[config.mk]
export PLATFORM = sky130hd
export DESIGN_NAME = ls_router
export DESIGN_NICKNAME = d
export VERILOG_FILES = /design/src/rtl/lsr_pkg.sv /design/src/rtl/lsr_route.sv /design/src/rtl/lsr_seq.sv /design/src/rtl/ls_router.sv
export SDC_FILE = /design/constraint.sdc
export NUM_CORES = 1
export LEC_CHECK = 0
export BUFFER_PORTS_ARGS = -buffer_cell sky130_fd_sc_hd__buf_2
export CORE_ASPECT_RATIO = 0.8
export CORE_MARGIN = 2
export CORE_UTILIZATION = 26
export CTS_CLUSTER_SIZE = 12
export DETAILED_ROUTE_END_ITERATION = 8
export PLACE_DENSITY_LB_ADDON = 0.3
export REMOVE_ABC_BUFFERS = 1
export SLEW_MARGIN = 15
export SYNTH_ARGS = -nofsm -noshare
export SYNTH_HDL_FRONTEND = slang
export SYNTH_SLANG_ARGS = --single-unit
[constraint.sdc]
create_clock -name clk -period 2.05 [get_ports clk]
set_input_delay 0.41 -clock clk [delete_from_list [all_inputs] [get_ports clk]]
set_output_delay 0.41 -clock clk [all_outputs]
set_load 0.01 [all_outputs]
[src/rtl/lsr_pkg.sv]
package lsr_pkg;

    localparam int AW = 32;
    localparam int DW = 32;
    localparam int CW = 4;

    localparam logic [CW-1:0] CODE_OK        = 4'd0;
    localparam logic [CW-1:0] CODE_LOAD_ERR  = 4'd4;
    localparam logic [CW-1:0] CODE_STORE_ERR = 4'd5;

    typedef enum logic [1:0] {
        DST_NONE = 2'd0,
        DST_DEV  = 2'd1,
        DST_RAM  = 2'd2
    } dest_e;

    typedef struct packed {
        dest_e           dest;
        logic [CW-1:0]   code;
        logic [AW-1:0]   addr;
    } route_s;

    function automatic logic [CW-1:0] fault_code(input logic is_write);
        return is_write ? CODE_STORE_ERR : CODE_LOAD_ERR;
    endfunction

    function automatic logic [DW-1:0] narrow_byte(input logic [DW-1:0] d);
        return {{(DW-8){1'b0}}, d[7:0]};
    endfunction

endpackage

[src/rtl/lsr_route.sv]
module lsr_route
    import lsr_pkg::*;
#(
    parameter logic [AW-1:0] DEV_BASE   = 32'h1F00_0000,
    parameter logic [AW-1:0] DEV_TOP    = 32'h1F00_FFFF,
    parameter logic [AW-1:0] RAM_SIZE   = 32'h0001_0000,
    parameter bit            BIG_ENDIAN = 1'b1
) (
    input  logic [AW-1:0] addr,
    input  logic          is_write,
    input  logic          is_byte,
    output route_s        route
);

    logic [1:0]    lane_flip;
    logic          misaligned;
    logic          in_window;
    logic [AW-1:0] ram_off;

    // Endian variant chosen at elaboration
    generate
        if (BIG_ENDIAN) begin : g_big
            assign lane_flip = 2'b11;
        end else begin : g_little
            assign lane_flip = 2'b00;
        end
    endgenerate

    assign misaligned = !is_byte && (addr[1:0] != 2'b00);
    assign in_window  = (addr >= DEV_BASE) && (addr <= DEV_TOP);
    assign ram_off    = is_byte ? {addr[AW-1:2], addr[1:0] ^ lane_flip} : addr;

    // Fixed priority: alignment, device window, RAM bound
    always_comb begin
        route.dest = DST_NONE;
        route.code = fault_code(is_write);
        route.addr = addr;
        if (misaligned) begin
            route.dest = DST_NONE;
        end else if (in_window) begin
            route.dest = DST_DEV;
            route.code = CODE_OK;
        end else if (ram_off >= RAM_SIZE) begin
            route.dest = DST_NONE;
        end else begin
            route.dest = DST_RAM;
            route.code = CODE_OK;
            route.addr = ram_off;
        end
    end

endmodule

[src/rtl/lsr_seq.sv]
module lsr_seq
    import lsr_pkg::*;
(
    input  logic          clk,
    input  logic          rst,
    input  logic          fire,
    input  route_s        route_in,
    input  logic          write_in,
    input  logic          byte_in,
    input  logic [DW-1:0] wdata_in,
    input  logic          dn_done,
    input  logic [DW-1:0] dn_rdata,
    output logic          idle,
    output logic          issue,
    output logic          waiting,
    output logic          respond,
    output route_s        route_q,
    output logic          write_q,
    output logic          byte_q,
    output logic [DW-1:0] wdata_q,
    output logic [DW-1:0] rdata_q
);

    typedef enum logic [1:0] {
        ST_IDLE  = 2'd0,
        ST_ISSUE = 2'd1,
        ST_WAIT  = 2'd2,
        ST_RESP  = 2'd3
    } state_e;

    state_e state;

    always_ff @(posedge clk) begin
        if (rst) begin
            state   <= ST_IDLE;
            route_q <= '0;
            write_q <= 1'b0;
            byte_q  <= 1'b0;
            wdata_q <= '0;
            rdata_q <= '0;
        end else begin
            case (state)
                ST_IDLE: begin
                    if (fire) begin
                        route_q <= route_in;
                        write_q <= write_in;
                        byte_q  <= byte_in;
                        wdata_q <= byte_in ? narrow_byte(wdata_in) : wdata_in;
                        rdata_q <= '0;
                        state   <= (route_in.dest == DST_NONE) ? ST_RESP : ST_ISSUE;
                    end
                end
                ST_ISSUE: state <= ST_WAIT;
                ST_WAIT: begin
                    if (dn_done) begin
                        if (!write_q) begin
                            rdata_q <= byte_q ? narrow_byte(dn_rdata) : dn_rdata;
                        end
                        state <= ST_RESP;
                    end
                end
                default: state <= ST_IDLE;
            endcase
        end
    end

    assign idle    = (state == ST_IDLE);
    assign issue   = (state == ST_ISSUE);
    assign waiting = (state == ST_WAIT);
    assign respond = (state == ST_RESP);

endmodule

[src/rtl/ls_router.sv]
module ls_router
    import lsr_pkg::*;
#(
    parameter logic [AW-1:0] DEV_BASE   = 32'h1F00_0000,
    parameter logic [AW-1:0] DEV_TOP    = 32'h1F00_FFFF,
    parameter logic [AW-1:0] RAM_SIZE   = 32'h0001_0000,
    parameter bit            BIG_ENDIAN = 1'b1
) (
    input  logic          clk,
    input  logic          rst,
    input  logic          req_valid,
    output logic          req_ready,
    input  logic [31:0]   req_addr,
    input  logic          req_write,
    input  logic          req_byte,
    input  logic [31:0]   req_wdata,
    output logic          rsp_valid,
    output logic          rsp_err,
    output logic [3:0]    rsp_code,
    output logic [31:0]   rsp_rdata,
    output logic          dev_req_valid,
    output logic          dev_req_write,
    output logic          dev_req_byte,
    output logic [31:0]   dev_req_addr,
    output logic [31:0]   dev_req_wdata,
    input  logic          dev_rsp_valid,
    input  logic [31:0]   dev_rsp_rdata,
    output logic          ram_req_valid,
    output logic          ram_req_write,
    output logic          ram_req_byte,
    output logic [31:0]   ram_req_addr,
    output logic [31:0]   ram_req_wdata,
    input  logic          ram_rsp_valid,
    input  logic [31:0]   ram_rsp_rdata
);

    route_s        route_now;
    route_s        route_q;
    logic          idle, issue, waiting, respond;
    logic          write_q, byte_q;
    logic [DW-1:0] wdata_q, rdata_q;
    logic          to_dev, to_ram;
    logic          dn_done;
    logic [DW-1:0] dn_rdata;

    lsr_route #(
        .DEV_BASE  (DEV_BASE),
        .DEV_TOP   (DEV_TOP),
        .RAM_SIZE  (RAM_SIZE),
        .BIG_ENDIAN(BIG_ENDIAN)
    ) u_route (
        .addr    (req_addr),
        .is_write(req_write),
        .is_byte (req_byte),
        .route   (route_now)
    );

    assign to_dev   = (route_q.dest == DST_DEV);
    assign to_ram   = (route_q.dest == DST_RAM);
    assign dn_done  = waiting && ((to_dev && dev_rsp_valid) || (to_ram && ram_rsp_valid));
    assign dn_rdata = to_dev ? dev_rsp_rdata : ram_rsp_rdata;

    lsr_seq u_seq (
        .clk     (clk),
        .rst     (rst),
        .fire    (req_valid && idle),
        .route_in(route_now),
        .write_in(req_write),
        .byte_in (req_byte),
        .wdata_in(req_wdata),
        .dn_done (dn_done),
        .dn_rdata(dn_rdata),
        .idle    (idle),
        .issue   (issue),
        .waiting (waiting),
        .respond (respond),
        .route_q (route_q),
        .write_q (write_q),
        .byte_q  (byte_q),
        .wdata_q (wdata_q),
        .rdata_q (rdata_q)
    );

    assign req_ready = idle;

    assign rsp_valid = respond;
    assign rsp_err   = (route_q.code != CODE_OK);
    assign rsp_code  = route_q.code;
    assign rsp_rdata = rdata_q;

    assign dev_req_valid = issue && to_dev;
    assign dev_req_write = write_q;
    assign dev_req_byte  = byte_q;
    assign dev_req_addr  = route_q.addr;
    assign dev_req_wdata = wdata_q;

    assign ram_req_valid = issue && to_ram;
    assign ram_req_write = write_q;
    assign ram_req_byte  = byte_q;
    assign ram_req_addr  = route_q.addr;
    assign ram_req_wdata = wdata_q;

endmodule

==> flow_metrics.tcl, run 1 <==
set metrics [dict create \
    hold_buffers 0 \
    maxCapViolations 0 \
    power_frac_comb 0.370 \
    fin_nets 996 \
    vias 4816 \
    grt_pass1_wl_um 23290 \
    p_sw_mw 2.452 \
    synth_xor_area_frac 0.003384 \
    cts_tree "built" \
    cp.required_ns 2.28 \
    powerDensity_nw_per_um2 1056 \
    fp.dieW_um 161.8 \
    cts_buffers 9 \
    first_global_vias 4504 \
    synth-seq-cells 104 \
    power_frac_seq 0.368 \
    h-tree-depth 3 \
    final_cells 1124 \
    dp_hpwl_um 10880 \
    final.min_clock_period_ns 1.830 \
    syn-cell-area_um2 5176 \
    critical-path-max-stage-delay_ns 0.38 \
    finalCritPeriodShare 0.8927 \
    synth_edf_count 0 \
    leakagePower_nw 3.237 \
    drt_iter0_markers 236 \
    hold_viol_final 0 \
    drcViolationCount 0 \
    area_growth_pct 26.78 \
    crit_arrival_ns 2.06 \
    switching_share 0.3539 \
    path_cells "inv_1 > ha_1 > a32o_1 > o21ba_2 > buf_12 > mux2i_1 > nor2_1" \
    synth_area_leader_cell "dfxtp_1" \
    insertion_delay_ns 0.35 \
    post_drt_via_cell_ratio 4.285 \
    firstDrtPassIters 4 \
    status "finished clean" \
    syn_inst 675 \
    die_area_um2 21060 \
    maxClockFrequency_ghz 0.5464 \
    synthMuxAreaShare 0.04641 \
    fin_util 0.3334 \
    hold_ws_ns 0.2977 \
    synth_top_family_by_area "simple AND/OR/NAND/NOR gates" \
    power_frac_clock 0.262 \
    slowest_stage "dfxtp_1" \
    ys.flop_type "dfxtp_1" \
    routedWlPerCell_um 13.42 \
    fin_worst_skew_ns 0.007635 \
    rsz0062_at_grt "no" \
    die_height_um 130.2 \
    startpoint_type "register" \
    finalMaxSlewViolations 0 \
    synth_area_leaders "dfxtp_1 40%, buf_4 15%, nand2_1 13%" \
    clockBufferDepth 2 \
    async_flop_share 0 \
    ant_nets 0 \
    start_util 0.2630 \
    synth-adder-area-share 0.009669 \
    antenna_cells 0 \
    yosys.area_share.simple 0.2379 \
    synth_compound_area_frac 0.1136 \
    clockRootBuffer "clkbuf_16" \
    grt_usage 0.1384 \
    peakVddDrop_uv 976.9 \
    crit_path_end_kind "register" \
    yosysSeqAreaShare 0.4022 \
    path_max_fanout 40 \
    synth_most_common_cell "nand2_1" \
    io_buffers 305 \
    cts-resized-gates 0 \
    grt_overflow 0 \
    critPathKind "reg2reg" \
    core_area_um2 19680 \
    drive_above_1_share 0.3977 \
    synth.top_cell.area_share 0.4022 \
    netlist_top_cells_count "183 x nand2_1, 104 x buf_4, 104 x dfxtp_1" \
    clkSinkCount 104 \
    rows 46 \
    ys_warn_count 0 \
    yosysUniqueCellTypes 33 \
    grt_start_max_net_pins 73 \
    syn_area_per_cell_um2 7.668 \
    gp_congestion 0.7441 \
    cts_setup_buffers 0 \
    antenna_found_initial 0 \
    dp.cells 1110 \
    totalWireLength_um 15080 \
    finalSetupViolations 0 \
    fin_setup_tns_ns 0 \
    ios 308 \
    clk_pin_slew_ns 0.07 \
    hold_class "in2reg" \
    internal_power_mw 4.477 \
]
cells in the final DEF, fill, tap and decap left out, types with 2 or more instances in the layout:
cell type,count
ha_1,4
clkinvlp_4,2
xnor2_1,2
a21oi_1,102
a211oi_2,2
nand3_1,13
nand2b_1,12
or3_1,2
o21ba_2,2
buf_4,8
clkbuf_16,9
nand3b_1,24
nor3_1,2
nand2_1,182
dfxtp_1,104
or4_1,2
buf_12,5
nor2_1,31
bufinv_16,2
buf_2,304
conb_1,2
mux2i_1,24
inv_1,5
metal layers:
metal	share of wire	vias to the layer above	wire length, µm	global-route usage
met5	0	-	0	0
met4	0.013	0	200	0.04164
met3	0.063	15	947	0.03401
met2	0.46	153	7004	0.2247
met1	0.46	2202	6932	0.1834
li1	-	2446	-	-
per-stage QoR:
stage	setup slack, ns	total power, mW	cell area (µm²)
floorplan	-0.5728	4.024	4235
global placement	0.06832	5.186	6254
detailed placement	0.05021	5.204	6254
CTS	0.2201	7.069	6563
global route	0.07876	7.433	6563
finish	0.2199	6.929	6563
sequential cells by signal (all words and copies together) (netlist names):
register,cells
u_seq.route_q,36
u_seq.rdata_q,32
u_seq.wdata_q,32
u_seq.state,2
u_seq.byte_q,1
u_seq.write_q,1
critical path: cells and delay by family, from the launching register on:
| kind | cells | cell delay (ns) |
|---|---|---|
| AO/OA/AOI/OAI | 2 | 0.51 |
| flip-flops | 1 | 0.38 |
| buffers and inverters | 2 | 0.30 |
| multiplexers | 1 | 0.24 |
| adder cells (fa/ha/maj) | 1 | 0.21 |
| AND/OR/NAND/NOR | 1 | 0.05 |
cell type report:
type                       count  area (µm²)
tap                          264       330.3
sequential                   104        2082
inverter                       5       18.77
timing repair buffer         317        1682
clock inverter                 5       83.83
multi-input combinational    420        2141
fill                        2164       13120
clock buffer                   9       225.2
worst paths after layout:
path	startpoint	end	slack, ns	cells past startpoint
worst max-delay path	u_seq.state[0]$_SDFFE_PP0P_	u_seq.rdata_q[8]$_SDFFE_PP0P_	0.22	7
worst min-delay path	req_addr[3]	u_seq.route_q[3]$_SDFFE_PP0P_	0.30	3
worst max register to register	u_seq.state[0]$_SDFFE_PP0P_	u_seq.rdata_q[8]$_SDFFE_PP0P_	0.22	7
worst min register to register	u_seq.route_q[24]$_SDFFE_PP0P_	u_seq.route_q[24]$_SDFFE_PP0P_	0.46	2
power groups by stage:
stage	sequential, mW	combinational [mW]	clock [mW]
2_1_floorplan	2.82	1.20	0
3_3_place_gp	2.59	2.59	0
3_5_place_dp	2.60	2.60	0
4_1_cts	2.56	2.61	1.90
5_1_grt	2.60	2.86	1.97
6_report	2.55	2.56	1.82
kinds of logic (layout without fill, tap and decap cells):
group                      Yosys count  after routing
xor gates and xnor gates             2              2
other                                1              2
AOI/OAI and AO/OA                  110            110
buffers and inverters              152            336
muxes                               24             24
adders and majority gates            4              4
DFF                                104            104
and+or+nand+nor                    278            278
Note: power is estimated with default switching activity, not from simulation.
==> inputs of run 2 (changes only) <==
ABC_AREA = 1   (was not set)
==> flow_metrics.tcl, run 2 <==
set metrics [dict create \
    placed_cell_area_um2 6206 \
    area_growth_pct 27.31 \
    met3_usage 0.04387 \
    antenna_found_initial 1 \
    drive_above_1_share 0.3754 \
    layout_commonest_cell "buf_2" \
    ys_warn_count 0 \
    clkSinkCount 104 \
    nFillCells 2144 \
    multiInputGateArea_um2 1928 \
    insertion_delay_ns 0.34 \
    routedWlPerCell_um 12.65 \
    rsz0062_at_grt "no" \
    slew_headroom 0.6121 \
    tightest_slew_ns 0.5816 \
    fin_worst_skew_ns 0.006663 \
    yosysSeqAreaShare 0.4040 \
    maxCapViolations 0 \
    finalCritPeriodShare 0.8999 \
    seq_area_um2 2082 \
    async_flop_share 0 \
    crit_path_end_kind "register" \
    grt_overflow 0 \
    synth-seq-cells 104 \
    vias 4888 \
    h-tree-depth 3 \
    ios 308 \
    peakVddDrop_uv 483.9 \
    rows 46 \
    finalMaxSlewViolations 0 \
    fin_nets 1045 \
    final_cell_mix "305 x buf_2, 122 x nand2_1, 106 x nor2_1, 104 x dfxtp_1, 90 x a21oi_1" \
    met2_usage 0.2147 \
    gp_congestion 0.7527 \
    post_drt_via_cell_ratio 4.156 \
    hold_viol_final 0 \
    ys.flop_type "dfxtp_1" \
    grt_usage 0.1285 \
    cts_tree "built" \
    syn-cell-area_um2 5154 \
    totalWireLength_um 14870 \
    startpoint_type "register" \
    finalSetupViolations 0 \
    die_area_um2 20970 \
    grt_start_max_net_pins 69 \
    top_usage_layer "met2" \
    top_register "u_seq.route_q" \
    core_area_um2 19630 \
    maxClockFrequency_ghz 0.5421 \
    critPathKind "reg2reg" \
    hold_ws_ns 0.3034 \
    status "finished clean" \
    grt_util_met1 0.1586 \
    fin_util 0.3343 \
    cp.required_ns 2.29 \
    drt_iter0_markers 251 \
    synth.top_cell.area_share 0.4040 \
    path_max_fanout 20 \
    firstDrtPassIters 4 \
    path_cells "inv_1 > ha_1 > nand2_1 > o2111ai_4 > buf_12 > o21ai_0 > a21oi_1" \
    syn_area_per_cell_um2 7.198 \
    design_power_total_mw 8.541 \
    reg.largest.list "u_seq.route_q x36, u_seq.rdata_q x32, u_seq.wdata_q x32" \
    clockBufferDepth 2 \
    synth_area_leader_cell "dfxtp_1" \
    cts_buffers 9 \
    final.min_clock_period_ns 1.845 \
    hold_class "in2reg" \
    drcViolationCount 0 \
    synth_area_leaders "dfxtp_1 40%, buf_4 15%, nand2_1 8.9%" \
    clk_pin_slew_ns 0.07 \
    critical-path-max-stage-delay_ns 0.37 \
    yosysUniqueCellTypes 27 \
    clockRootBuffer "clkbuf_16" \
    powerDensity_nw_per_um2 1302 \
    fp.dieW_um 161.4 \
    synth_most_common_cell "nand2_1" \
    netlist_top_cells_count "122 x nand2_1, 106 x nor2_1, 104 x dfxtp_1" \
    largest_register_ffs 36 \
    first_global_vias 4042 \
    start_util 0.2626 \
    io_buffers 305 \
    ant_nets 0 \
    crit_arrival_ns 2.08 \
    dp_hpwl_um 10960 \
    grt_pass1_wl_um 21300 \
    fin_area_um2 6561 \
    syn_inst 716 \
    leakagePower_nw 3.324 \
    synth_edf_count 0 \
    slowest_stage "dfxtp_1" \
    die_height_um 129.9 \
]
==> run 2: final timing paths <==
kind | slack (ns) | to | from | cells past startpoint
min reg2reg | 0.44 | u_seq.rdata_q[1]$_SDFFE_PP0P_ | u_seq.rdata_q[1]$_SDFFE_PP0P_ | 2
max reg2reg | 0.21 | u_seq.rdata_q[31]$_SDFFE_PP0P_ | u_seq.state[1]$_SDFFE_PP0P_ | 7
max | 0.21 | u_seq.rdata_q[31]$_SDFFE_PP0P_ | u_seq.state[1]$_SDFFE_PP0P_ | 7
min | 0.30 | u_seq.wdata_q[20]$_SDFFE_PP0P_ | req_wdata[20] | 3
==> run 2: power breakdown <==
part	switching [mW]	total [mW]	internal, mW
Combinational	2.20	3.67	1.48
Clock	0.767	1.84	1.07
Sequential	0.369	3.03	2.66
==> run 2: worst max-delay path: cells and delay by family, from the launching register on <==
| kind | cells | cell delay, ns |
|---|---|---|
| flops | 1 | 0.37 |
| compound gates | 3 | 0.53 |
| buf+inv | 2 | 0.36 |
| fa+ha+maj | 1 | 0.29 |
| simple gates | 1 | 0.17 |
==> run 2: cells by family after synthesis <==
logic type	count (synthesis)	synth area share
flip-flops	104	0.4040
buffers and inverters	189	0.2246
other	1	0.0007276
AO/OA/AOI/OAI	176	0.1765
AND/OR/NAND/NOR	240	0.1811
XOR/XNOR	2	0.003400
adder cells (fa/ha/maj)	4	0.009711
==> run 2: cell type report <==
type,instances,area share
multi-input cells,424,0.2939
clock buffers,11,0.03547
well taps,264,0.05034
repair buffers,318,0.2622
flip-flops and latches,104,0.3173
clock inverters,5,0.01240
inverters,49,0.02803
diodes,1,0.0003814
==> run 2: timing repair <==
action / CTS / global route
gates resized for setup: 0 / 3
buffers inserted: 0 / 0
hold buffers: 0 / 0
endpoints found under the setup margin: 0 / 68
==> run 2: routing by layer <==
| metal | vias up | part of all wire |
|---|---|---|
| met2 | 192 | 0.47 |
| met5 | - | 0 |
| met4 | 0 | 0.013 |
| li1 | 2553 | - |
| met1 | 2128 | 0.44 |
| met3 | 15 | 0.080 |
==> run 2: metrics by stage <==
step           setup TNS [ns]  instances  setup WS (ns)
2_1_floorplan          -28.80        577        -0.7195
3_3_place_gp                0       1158        0.09084
3_5_place_dp                0       1158        0.01545
4_1_cts                     0       1174       0.005228
5_1_grt                     0       1175        0.01283
6_report                    0       1176         0.2052
